## src/rtl/fe3_pkg.sv

```systemverilog
package fe3_pkg;
  // instruction word and branch field layout
  localparam int unsigned WORD_W    = 32;
  localparam int unsigned DISP_W    = 24;
  localparam int unsigned LINK_POS  = DISP_W;
  localparam int unsigned CLASS_LSB = DISP_W + 1;
  localparam int unsigned CLASS_W   = 3;
  localparam int unsigned DEC_W     = CLASS_LSB + CLASS_W;
  localparam logic [CLASS_W-1:0] CLASS_BRANCH = 3'b101;

  typedef struct packed {
    logic              is_branch;
    logic              with_link;
    logic [DISP_W-1:0] disp;
  } br_fields_t;

  function automatic br_fields_t split_word(input logic [DEC_W-1:0] w);
    br_fields_t f;
    f.is_branch = (w[CLASS_LSB +: CLASS_W] == CLASS_BRANCH);
    f.with_link = w[LINK_POS];
    f.disp      = w[DISP_W-1:0];
    return f;
  endfunction
endpackage

```

## src/rtl/fe3_pc_gen.sv

```systemverilog
module fe3_pc_gen #(
  parameter int unsigned PC_W = 32
) (
  input  logic            clk,
  input  logic            rst_n,
  input  logic            redirect,
  input  logic [PC_W-1:0] dest,
  output logic [PC_W-1:0] pc_q
);
  logic [PC_W-1:0] pc_d;

  // next fetch address: redirect wins over sequential step
  always_comb begin
    if (redirect) pc_d = dest;
    else          pc_d = pc_q + PC_W'(4);
  end

  always_ff @(posedge clk or negedge rst_n) begin
    if (!rst_n) pc_q <= '0;
    else        pc_q <= pc_d;
  end

  AST_PC_ALIGNED: assert property (@(posedge clk) disable iff (!rst_n)
    pc_q[1:0] == 2'b00);
  AST_PC_STEP: assert property (@(posedge clk) disable iff (!rst_n)
    !redirect |=> pc_q == $past(pc_q) + PC_W'(4));
endmodule

```

## src/rtl/fe3_stages.sv

```systemverilog
module fe3_stages
  import fe3_pkg::*;
#(
  parameter int unsigned PC_W = 32
) (
  input  logic              clk,
  input  logic              rst_n,
  input  logic              flush,
  input  logic [PC_W-1:0]   fetch_pc,
  input  logic [WORD_W-1:0] rdata,
  output logic              e_valid,
  output logic [PC_W-1:0]   e_pc,
  output logic [WORD_W-1:0] e_instr
);
  // decode slot: the word coming back from memory, tagged by its address
  logic            d_valid, d_valid_d;
  logic [PC_W-1:0] d_pc;
  logic            e_valid_d, e_load;

  always_comb begin
    d_valid_d = !flush;
    e_load    = d_valid && !flush;
    e_valid_d = e_load;
  end

  always_ff @(posedge clk or negedge rst_n) begin
    if (!rst_n) begin
      d_valid <= 1'b0;
      d_pc    <= '0;
      e_valid <= 1'b0;
    end else begin
      d_valid <= d_valid_d;
      d_pc    <= fetch_pc;
      e_valid <= e_valid_d;
    end
  end

  // execute payload loads only under its clock enable
  always_ff @(posedge clk or negedge rst_n) begin
    if (!rst_n) begin
      e_pc    <= '0;
      e_instr <= '0;
    end else if (e_load) begin
      e_pc    <= d_pc;
      e_instr <= rdata;
    end
  end

  AST_FLUSH_EXEC: assert property (@(posedge clk) disable iff (!rst_n)
    flush |=> !e_valid);
  AST_FLUSH_DECODE: assert property (@(posedge clk) disable iff (!rst_n)
    flush |=> ##1 !e_valid);
  AST_EXEC_FOLLOWS: assert property (@(posedge clk) disable iff (!rst_n)
    (e_valid && $past(e_valid) && !$past(flush)) |-> e_pc == $past(e_pc) + PC_W'(4));
endmodule

```

## src/rtl/fe3_br_unit.sv

```systemverilog
module fe3_br_unit
  import fe3_pkg::*;
#(
  parameter int unsigned PC_W = 32
) (
  input  logic             ex_ok,
  input  logic [DEC_W-1:0] ex_low,
  input  logic [PC_W-1:0]  ex_addr,
  input  logic [PC_W-1:0]  pc_now,
  output logic             take,
  output logic [PC_W-1:0]  dest,
  output logic             link_en,
  output logic [PC_W-1:0]  link_val
);
  localparam int unsigned SCALED_W = DISP_W + 2;

  br_fields_t      f;
  logic [PC_W-1:0] scaled;

  always_comb f = split_word(ex_low);

  // sign-extend and scale the word displacement to a byte offset
  generate
    if (PC_W > SCALED_W) begin : g_ext
      localparam int unsigned EXT_W = PC_W - SCALED_W;
      always_comb scaled = {{EXT_W{f.disp[DISP_W-1]}}, f.disp, 2'b00};
    end else begin : g_trunc
      logic [SCALED_W-1:0] full;
      always_comb begin
        full   = {f.disp, 2'b00};
        scaled = full[PC_W-1:0];
      end
    end
  endgenerate

  always_comb begin
    take     = ex_ok && f.is_branch;
    dest     = pc_now + scaled;
    link_en  = take && f.with_link;
    link_val = ex_addr + PC_W'(4);
  end
endmodule

```

## src/rtl/fe3_frontend.sv

```systemverilog
module fe3_frontend
  import fe3_pkg::*;
#(
  parameter int unsigned PC_W = 32
) (
  input  logic              clk,
  input  logic              rst_n,
  output logic [PC_W-1:0]   imem_addr,
  input  logic [WORD_W-1:0] imem_rdata,
  output logic              ex_valid,
  output logic [PC_W-1:0]   ex_pc,
  output logic [WORD_W-1:0] ex_instr,
  output logic              br_taken,
  output logic [PC_W-1:0]   br_target,
  output logic              link_we,
  output logic [PC_W-1:0]   link_addr
);
  // reset: asserted asynchronously, released on a clock edge
  logic rst_meta, rst_sync;
  always_ff @(posedge clk or negedge rst_n) begin
    if (!rst_n) begin
      rst_meta <= 1'b0;
      rst_sync <= 1'b0;
    end else begin
      rst_meta <= 1'b1;
      rst_sync <= rst_meta;
    end
  end

  logic [PC_W-1:0] pc_q;

  fe3_pc_gen #(.PC_W(PC_W)) u_pc (
    .clk      (clk),
    .rst_n    (rst_sync),
    .redirect (br_taken),
    .dest     (br_target),
    .pc_q     (pc_q)
  );

  fe3_stages #(.PC_W(PC_W)) u_stg (
    .clk      (clk),
    .rst_n    (rst_sync),
    .flush    (br_taken),
    .fetch_pc (pc_q),
    .rdata    (imem_rdata),
    .e_valid  (ex_valid),
    .e_pc     (ex_pc),
    .e_instr  (ex_instr)
  );

  fe3_br_unit #(.PC_W(PC_W)) u_br (
    .ex_ok    (ex_valid),
    .ex_low   (ex_instr[DEC_W-1:0]),
    .ex_addr  (ex_pc),
    .pc_now   (pc_q),
    .take     (br_taken),
    .dest     (br_target),
    .link_en  (link_we),
    .link_val (link_addr)
  );

  always_comb imem_addr = pc_q;

  AST_PC_LEADS_EXEC: assert property (@(posedge clk) disable iff (!rst_sync)
    ex_valid |-> imem_addr == ex_pc + PC_W'(8));
  AST_REDIRECT_ADDR: assert property (@(posedge clk) disable iff (!rst_sync)
    br_taken |=> imem_addr == $past(br_target));
  AST_LINK_RETURN: assert property (@(posedge clk) disable iff (!rst_sync)
    link_we |-> link_addr == imem_addr - PC_W'(4));
  AST_NO_BACK_TO_BACK: assert property (@(posedge clk) disable iff (!rst_sync)
    br_taken |=> !br_taken);
  AST_QUIET_IDLE: assert property (@(posedge clk) disable iff (!rst_sync)
    !ex_valid |-> !br_taken && !link_we);
endmodule

```

## config.mk

```make
export PLATFORM = sky130hd
export DESIGN_NAME = fe3_frontend
export DESIGN_NICKNAME = d
export VERILOG_FILES = /design/src/rtl/fe3_pkg.sv /design/src/rtl/fe3_pc_gen.sv /design/src/rtl/fe3_stages.sv /design/src/rtl/fe3_br_unit.sv /design/src/rtl/fe3_frontend.sv
export SDC_FILE = /design/constraint.sdc
export NUM_CORES = 1
export LEC_CHECK = 0
export ABC_AREA = 1
export BUFFER_PORTS_ARGS = -buffer_cell sky130_fd_sc_hd__buf_2
export CAP_MARGIN = 0
export CORE_UTILIZATION = 55
export CTS_CLUSTER_DIAMETER = 30
export DETAILED_ROUTE_END_ITERATION = 10
export PLACE_DENSITY = 0.83
export SLEW_MARGIN = 25
export SYNTH_ARGS = -nofsm -noshare
export SYNTH_HDL_FRONTEND = slang
export SYNTH_SLANG_ARGS = --single-unit
```

## constraint.sdc

```tcl
create_clock -name clk -period 7.3 [get_ports clk]
set_clock_uncertainty 0.05 [all_clocks]
set_input_delay 0.365 -clock clk [delete_from_list [all_inputs] [get_ports clk]]
set_output_delay 0.365 -clock clk [all_outputs]
set_load 0.01 [all_outputs]
```

==> metrics, run 1 <==
Final Hold Viols 0; Initial Utilization 0.566; Final period util 0.456; Final setup viols 0; Slew Limit Fails 0; Mapped Cells around 1.1k; routed length on met2 roughly 10 mm; relative slew slack 0.419; layout cells sized above 1 0.185; area of the multi-input gates between 4000 and 5000 sq um; startpoint types flop; Clock Tree Buf Depth 2; H-tree depth 4; GP Congestion 0.873; R2R depth 9; Design Area, Final ~9600 sq um; max-cap viol count 0; DR vias/cell between 5 and 6; root buf cell clkbuf_16; GRT Residual Overflow 0; initial antenna violation count 0; first-pass GRT wire length around 35 mm; placed cell count around 1.5k; vias in the first global route around 7.2k; Fillers ~1.2k; Worst Hold Slack 0.0800 ns; Die W 122 microns; Post-CTS Setup Bufs 0; Worst EP required around 6.9 ns; YS warnings 0; drt pass-1 iters 6; Post-synth EDFFs 0; critical path type reg2out; synthesized area per cell 7.06 sq um; Routed met3 length about 1.3 mm; Seq/Total Area, Yosys 0.400; area of the mapped netlist ~7900 sq um; TritonCTS buffer count 17; Worst-Margin Slew about 0.87 ns; CP endpoint kind output pin; Final ANT Viol Nets 0; placed inst area between 8000 and 9000 sq um; # diodes 0; Residual DRC 0; fmax between 300 and 400 MHz; critical path peak fanout 8; Post-synth ARST share 1.00; final WL 22.2 mm; top cells by area, synth dfrtp_1 (40%), nand2_1 (22%), inv_1 (6.6%); # IOs just under 200; port bufs 188; Die Ht between 100 and 150 microns; core box area approximately 14,000 sq um; Iteration-0 DRC Markers 597; vias 7,702; Post-Layout Cell Count ~1.5k; status complete, no violations; Yosys top cell by area dfrtp_1; Peak VDD IR roughly 0.00040 V; dpl hpwl ~17 mm; row count 43; Layout area overhead 21.9%; Crit Reg-Reg Endpoint u_stg.e_pc[2]; Leakage around 5.4 nW; Die Area around 15,000 sq um; Hold Crit Class in2reg; WL per Instance about 15 microns; Yosys cell types 37; Top Layer Used met4; Post-synth top flop dfrtp_1; Placement Setup Slack approximately 4.0 ns; worst skew pair latency around 0.43 ns; clk slew on worst S/H paths 0.06 ns; TritonCTS clock tree built; RR Startpoint u_stg.e_instr[27]; setup_tns 0 ns; largest net degree at the start of global routing 72; unrepaired setup endpoints after global routing no; FF+latch area around 3200 sq um; # nets final roughly 1.4k; worst hold path cell count 3; Hold EP u_stg.e_instr[20]; Worst Path Arrival approximately 2.9 ns; Metal-1 WL roughly 10 mm; power per cell area a little under 600 nW/um^2; R2R Setup Slk 4.04 ns; worst setup margin 3.97 ns; start point of the worst hold path imem_rdata[20]; overall routing resource usage 0.316; Num Clock Sinks ~130; post-synthesis register bit count 126; Yosys top cell area share 0.400; crit path time final around 3.3 ns
[cell families after synthesis]
family / Yosys count / synth area share
adder cells (fa/ha/maj): 32 / 0.0517
flip-flops: 126 / 0.400
XOR/XNOR: 60 / 0.0666
buffers and inverters: 166 / 0.0836
other: 2 / 0.000952
AO/OA/AOI/OAI: 61 / 0.0396
AND/OR/NAND/NOR: 671 / 0.358
[metrics by stage]
stage	utilization	total power (W)
2_1_floorplan	-	0.00352
3_5_place_dp	0.644	0.00476
5_1_grt	0.690	0.00617
4_1_cts	0.690	0.00569
3_3_place_gp	0.644	0.00469
6_report	0.690	0.00571
[worst max-delay path: stages (launching register included)]
cell and delay [ns]:
dfrtp_1 0.49, ha_1 0.26, inv_1 0.07, fa_1 0.43
inv_1 0.11, nand3_1 0.07, nand2_1 0.16, nand2_1 0.07
nand2_1 0.13, nand2_1 0.07, nand2_1 0.13, nand2_1 0.10
nand2_1 0.07, nand2_1 0.05, and2_1 0.14, buf_2 0.13
[layer usage]
metal,up-vias,global-route usage
met5,-,0
met4,0,0.111
met3,44,0.0524
met2,319,0.521
met1,3508,0.419
li1,3831,-
[flip-flops by register name, indices dropped and copies added (netlist names)]
signal / count
u_stg.e_instr: 32
u_pc.pc_q: 30
u_stg.d_pc: 30
u_stg.e_pc: 30
rst_meta: 1
rst_sync: 1
u_stg.d_valid: 1
u_stg.e_valid: 1
[power breakdown]
part	internal [W]	leakage (nW)	total (W)	switching [W]
Sequential	0.00103	1.54	0.00147	0.000441
Combinational	0.00121	3.58	0.00335	0.00214
Clock	0.000565	0.299	0.000890	0.000325
Total	0.00281	5.41	0.00571	0.00290
[repair_timing]
action / in CTS / in global routing
hold endpoints to repair: 2 / 0
hold buffers: 1 / 0
gates resized for setup: 0 / 0
[final cells by class]
class	count	area share
Multi-Input combinational cell	833	0.427
Sequential cell	126	0.328
Timing Repair Buffer	192	0.101
Inverter	140	0.0547
Clock buffer	20	0.0485
Tap cell	180	0.0234
Clock inverter	12	0.0164
[worst max-delay path by stage]
stage / cells past startpoint / startpoint / to
after floorplan: 0 / rst_sync / u_pc.pc_q[10]
after global placement: 8 / u_stg.e_instr[27] / u_stg.e_instr[25]
after detailed placement: 8 / u_stg.e_instr[27] / u_stg.e_pc[2]
after CTS: 9 / u_stg.e_instr[27] / u_stg.e_pc[2]
after global routing: 9 / u_stg.e_instr[25] / u_stg.e_pc[2]
final: 15 / u_pc.pc_q[2] / br_target[26]
[Yosys cell counts (all sizes together) (14+ instances only)]
| cell | number |
|---|---|
| a21oi | 22 |
| and2 | 16 |
| buf | 15 |
| dfrtp | 126 |
| ha | 31 |
| inv | 140 |
| nand2 | 469 |
| nand3 | 50 |
| nand4 | 14 |
| nor2 | 81 |
| nor3 | 28 |
| o21ai | 36 |
| xnor2 | 19 |
| xor2 | 41 |
[cell usage in the layout (no fill, tap or decap), types with 2 or more instances in the layout]
master,count
clkbuf_8,3
buf_2,188
clkbuf_16,17
nand3_1,47
and2_1,16
clkinv_2,2
clkinv_4,2
buf_4,3
nand2_1,464
o21ai_0,35
bufinv_16,3
clkinvlp_4,3
conb_1,9
nand2_2,3
dfrtp_1,125
nand3b_1,8
nor2_4,3
nor2_2,3
nand4_1,13
inv_6,2
xor2_1,41
ha_1,31
nand2_4,2
nor2_1,75
inv_1,138
inv_2,2
nand3_2,3
a21oi_1,22
nor3_2,2
nor3_1,25
nor4_1,2
xnor2_1,19
Note: power is estimated with default switching activity, not from simulation.
==> inputs of run 2 (changes only) <==
--- a/config.mk
+++ b/config.mk
@@ -8,10 +8,10 @@
 export ABC_AREA = 1
 export BUFFER_PORTS_ARGS = -buffer_cell sky130_fd_sc_hd__buf_2
 export CAP_MARGIN = 0
-export CORE_UTILIZATION = 55
+export CORE_UTILIZATION = 54
 export CTS_CLUSTER_DIAMETER = 30
 export DETAILED_ROUTE_END_ITERATION = 10
-export PLACE_DENSITY = 0.83
+export PLACE_DENSITY = 0.82
 export SLEW_MARGIN = 25
 export SYNTH_ARGS = -nofsm -noshare
 export SYNTH_HDL_FRONTEND = slang
==> constraint.sdc (replaced) <==
create_clock -name clk -period 3.4 [get_ports clk]
set_clock_uncertainty 0.05 [all_clocks]
set_input_delay 0.17 -clock clk [delete_from_list [all_inputs] [get_ports clk]]
set_output_delay 0.17 -clock clk [all_outputs]
set_load 0.01 [all_outputs]
==> run 2 against run 1 <==
Register-to-register slack worse by 3.0 ns. Sequential share of layout area down 1.0 points. Routed wire length up 3.2%. Via count rose by 3.4%. Cell area is 3.1% higher. Cell count grew 2.4%. Sequential power up 110%. Critical path depth is the same. Die area increased by 1.8%. Count of clock-buffer cells in the layout rose by 1. Critical endpoint unchanged. Largest cell class unchanged.
==> metrics, run 2 (synthesis results as in run 1) <==
Final setup viols 0 (unchanged); power per cell area 1230 nW/um^2 (was 594 nW/um^2); DR vias/cell 5.18 (was 5.12); CP endpoint kind output pin (unchanged); Slew Limit Fails 0 (unchanged); root buf cell clkbuf_16 (unchanged); relative slew slack 0.600 (was 0.419); final WL 22.9 mm (was 22.2 mm); Clock Tree Buf Depth 2 (unchanged); Fillers 1,191 (was 1,198); R2R depth 15 (was 9); core box area 14,000 sq um (was 13,900 sq um); max reg flops 32 (unchanged); Post-CTS Resized 0 (unchanged); Residual DRC 0 (unchanged); startpoint types flop (unchanged); Final Hold Viols 0 (unchanged); vias 7,966 (was 7,702); Leakage 5.54 nW (was 5.41 nW); Largest Register u_stg.e_instr (unchanged); row count 43 (unchanged); Post-CTS Setup Bufs 0 (unchanged); GP Congestion 0.918 (was 0.873); Die Area 15,100 sq um (was 14,800 sq um); overall routing resource usage 0.318 (was 0.316); Final ANT Viol Nets 0 (unchanged); Die W 123 microns (was 122 microns); H-tree depth 4 (unchanged); Worst EP required 3.18 ns (was 6.88 ns); max-cap viol count 0 (unchanged); dpl hpwl 17.2 mm (was 16.9 mm); slowest stage delay, CP 0.47 ns (was 0.49 ns); TritonCTS buffer count 17 (unchanged); port bufs 188 (unchanged); layout cells sized above 1 0.182 (was 0.185); commonest non-fill, non-tap cell in the layout nand2_1 (unchanged); Num Clock Sinks 126 (unchanged); # IOs 197 (unchanged); R2R Setup Slk 1.01 ns (was 4.04 ns); highest-count cells in the layout ignoring fill and taps nand2_1 (464), buf_2 (188), inv_1 (138) (unchanged); Initial Utilization 0.562 (was 0.566); CP max-delay cell dfrtp_1 (unchanged); # nets final 1,414 (was 1,376); fmax 333 MHz; placed cell count 1,476 (was 1,470); GRT Residual Overflow 0 (unchanged); critical path peak fanout 8 (unchanged); Design Area, Final 9920 sq um (was 9610 sq um); vias in the first global route 7,514 (was 7,239); Placement Setup Slack 0.865 ns (was 3.99 ns); Worst-Margin Slew 0.594 ns (was 0.868 ns); Hold Crit Class in2async (was in2reg); Final period util 0.883; worst skew pair latency 0.42 ns (was 0.43 ns); # diodes 0 (unchanged); largest net degree at the start of global routing 58 (was 72); clk slew on worst S/H paths 0.06 ns (about the same); worst setup margin 0.398 ns (was 3.97 ns); first-pass GRT wire length 35.9 mm (was 35.4 mm); placed inst area 9040 sq um (was 8980 sq um); initial antenna violation count 0 (unchanged); Peak VDD IR 0.000717 V (was 0.000401 V); TritonCTS clock tree built (unchanged); WL per Instance 14.9 microns (was 14.8 microns); critical path type reg2out (unchanged); Worst path most repeated cell nand2_1 (unchanged); status complete, no violations (unchanged); Worst Path Arrival 2.78 ns (was 2.91 ns); drt pass-1 iters 5 (was 6); Layout area overhead 25.7% (was 21.9%); Crit Reg-Reg Endpoint u_pc.pc_q[26] (was u_stg.e_pc[2]); setup_tns 0 ns (unchanged); Final Core Density 0.706 (was 0.690); Post-Layout Cell Count 1,539 (was 1,503); CP Cell Sequence ha_1, inv_1, fa_1, inv_1, nand3_1, nand2_1, nand2_1, nand2_1, nand2_1, nand2_1, nand2_1, nand2_1, nand2_1, and2_1, buf_2 (unchanged); unrepaired setup endpoints after global routing no (unchanged); Die Ht 123 microns (was 122 microns); RR Startpoint u_pc.pc_q[2] (was u_stg.e_instr[27]); Iteration-0 DRC Markers 662 (was 597); crit path time final 3.00 ns
## run 2: changes by cell type in the layout (fill, tap and decap cells not counted), sizes merged
cell,previous run,this run
bufinv,3,1
clkinvlp,3,4
clkbuf,20,21
buf,191,197
dlygate4sd3,1,33
clkinv,4,3
inv,142,141
## run 2: worst max path at each step
stage	from	to	slack [ns]	cells past startpoint
final	u_pc.pc_q[2]	br_target[26]	0.40	15
after CTS	u_pc.pc_q[2]	br_target[26]	0.42	15
after global placement	u_pc.pc_q[2]	br_target[26]	0.95	15
after floorplan	u_pc.pc_q[2]	br_target[26]	1.22	14
after global routing	u_pc.pc_q[2]	br_target[26]	0.24	15
after detailed placement	u_pc.pc_q[2]	br_target[26]	0.86	15
## run 2: power breakdown
part | switching, W | internal (W)
clock | 0.000662 | 0.00103
sequential | 0.000873 | 0.00222
combinational | 0.00470 | 0.00266
## run 2: area by class of cell
class | count | area (sq um) | share of cell area
multi-input combinational | 833 | 4110 | 0.414
sequential | 126 | 3160 | 0.318
timing repair buffer | 230 | 1350 | 0.136
inverter | 140 | 526 | 0.0530
clock buffer | 21 | 460 | 0.0464
tap | 180 | 225 | 0.0227
clock inverter | 9 | 87.6 | 0.00883
## run 2: timing repair
action	4_1_cts	5_1_grt
hold endpoints to repair	34	0
hold buffers	33	0
setup endpoints to repair	0	0
## run 2: critical path: cells and delay by family (launching register included)
| kind | cells | cell delay (ns) |
|---|---|---|
| simple gates | 10 | 0.94 |
| buf+inv | 3 | 0.30 |
| flops | 1 | 0.47 |
| fa+ha+maj | 2 | 0.64 |
## run 2: per-stage QoR
stage / hold slack [ns] / power [W]
CTS: 0.00513 / 0.0121
global route: 0.0247 / 0.0131
floorplan: -0.176 / 0.00755
global placement: -0.0931 / 0.0102
finish: 0.0220 / 0.0122
detailed placement: -0.0898 / 0.0103
## run 2: per-layer routing
metal,track usage,share of wire,up-vias
li1,-,-,3913
met1,0.407,0.43,3627
met2,0.514,0.46,358
met3,0.0590,0.073,68
met4,0.161,0.040,0
met5,0,0,-
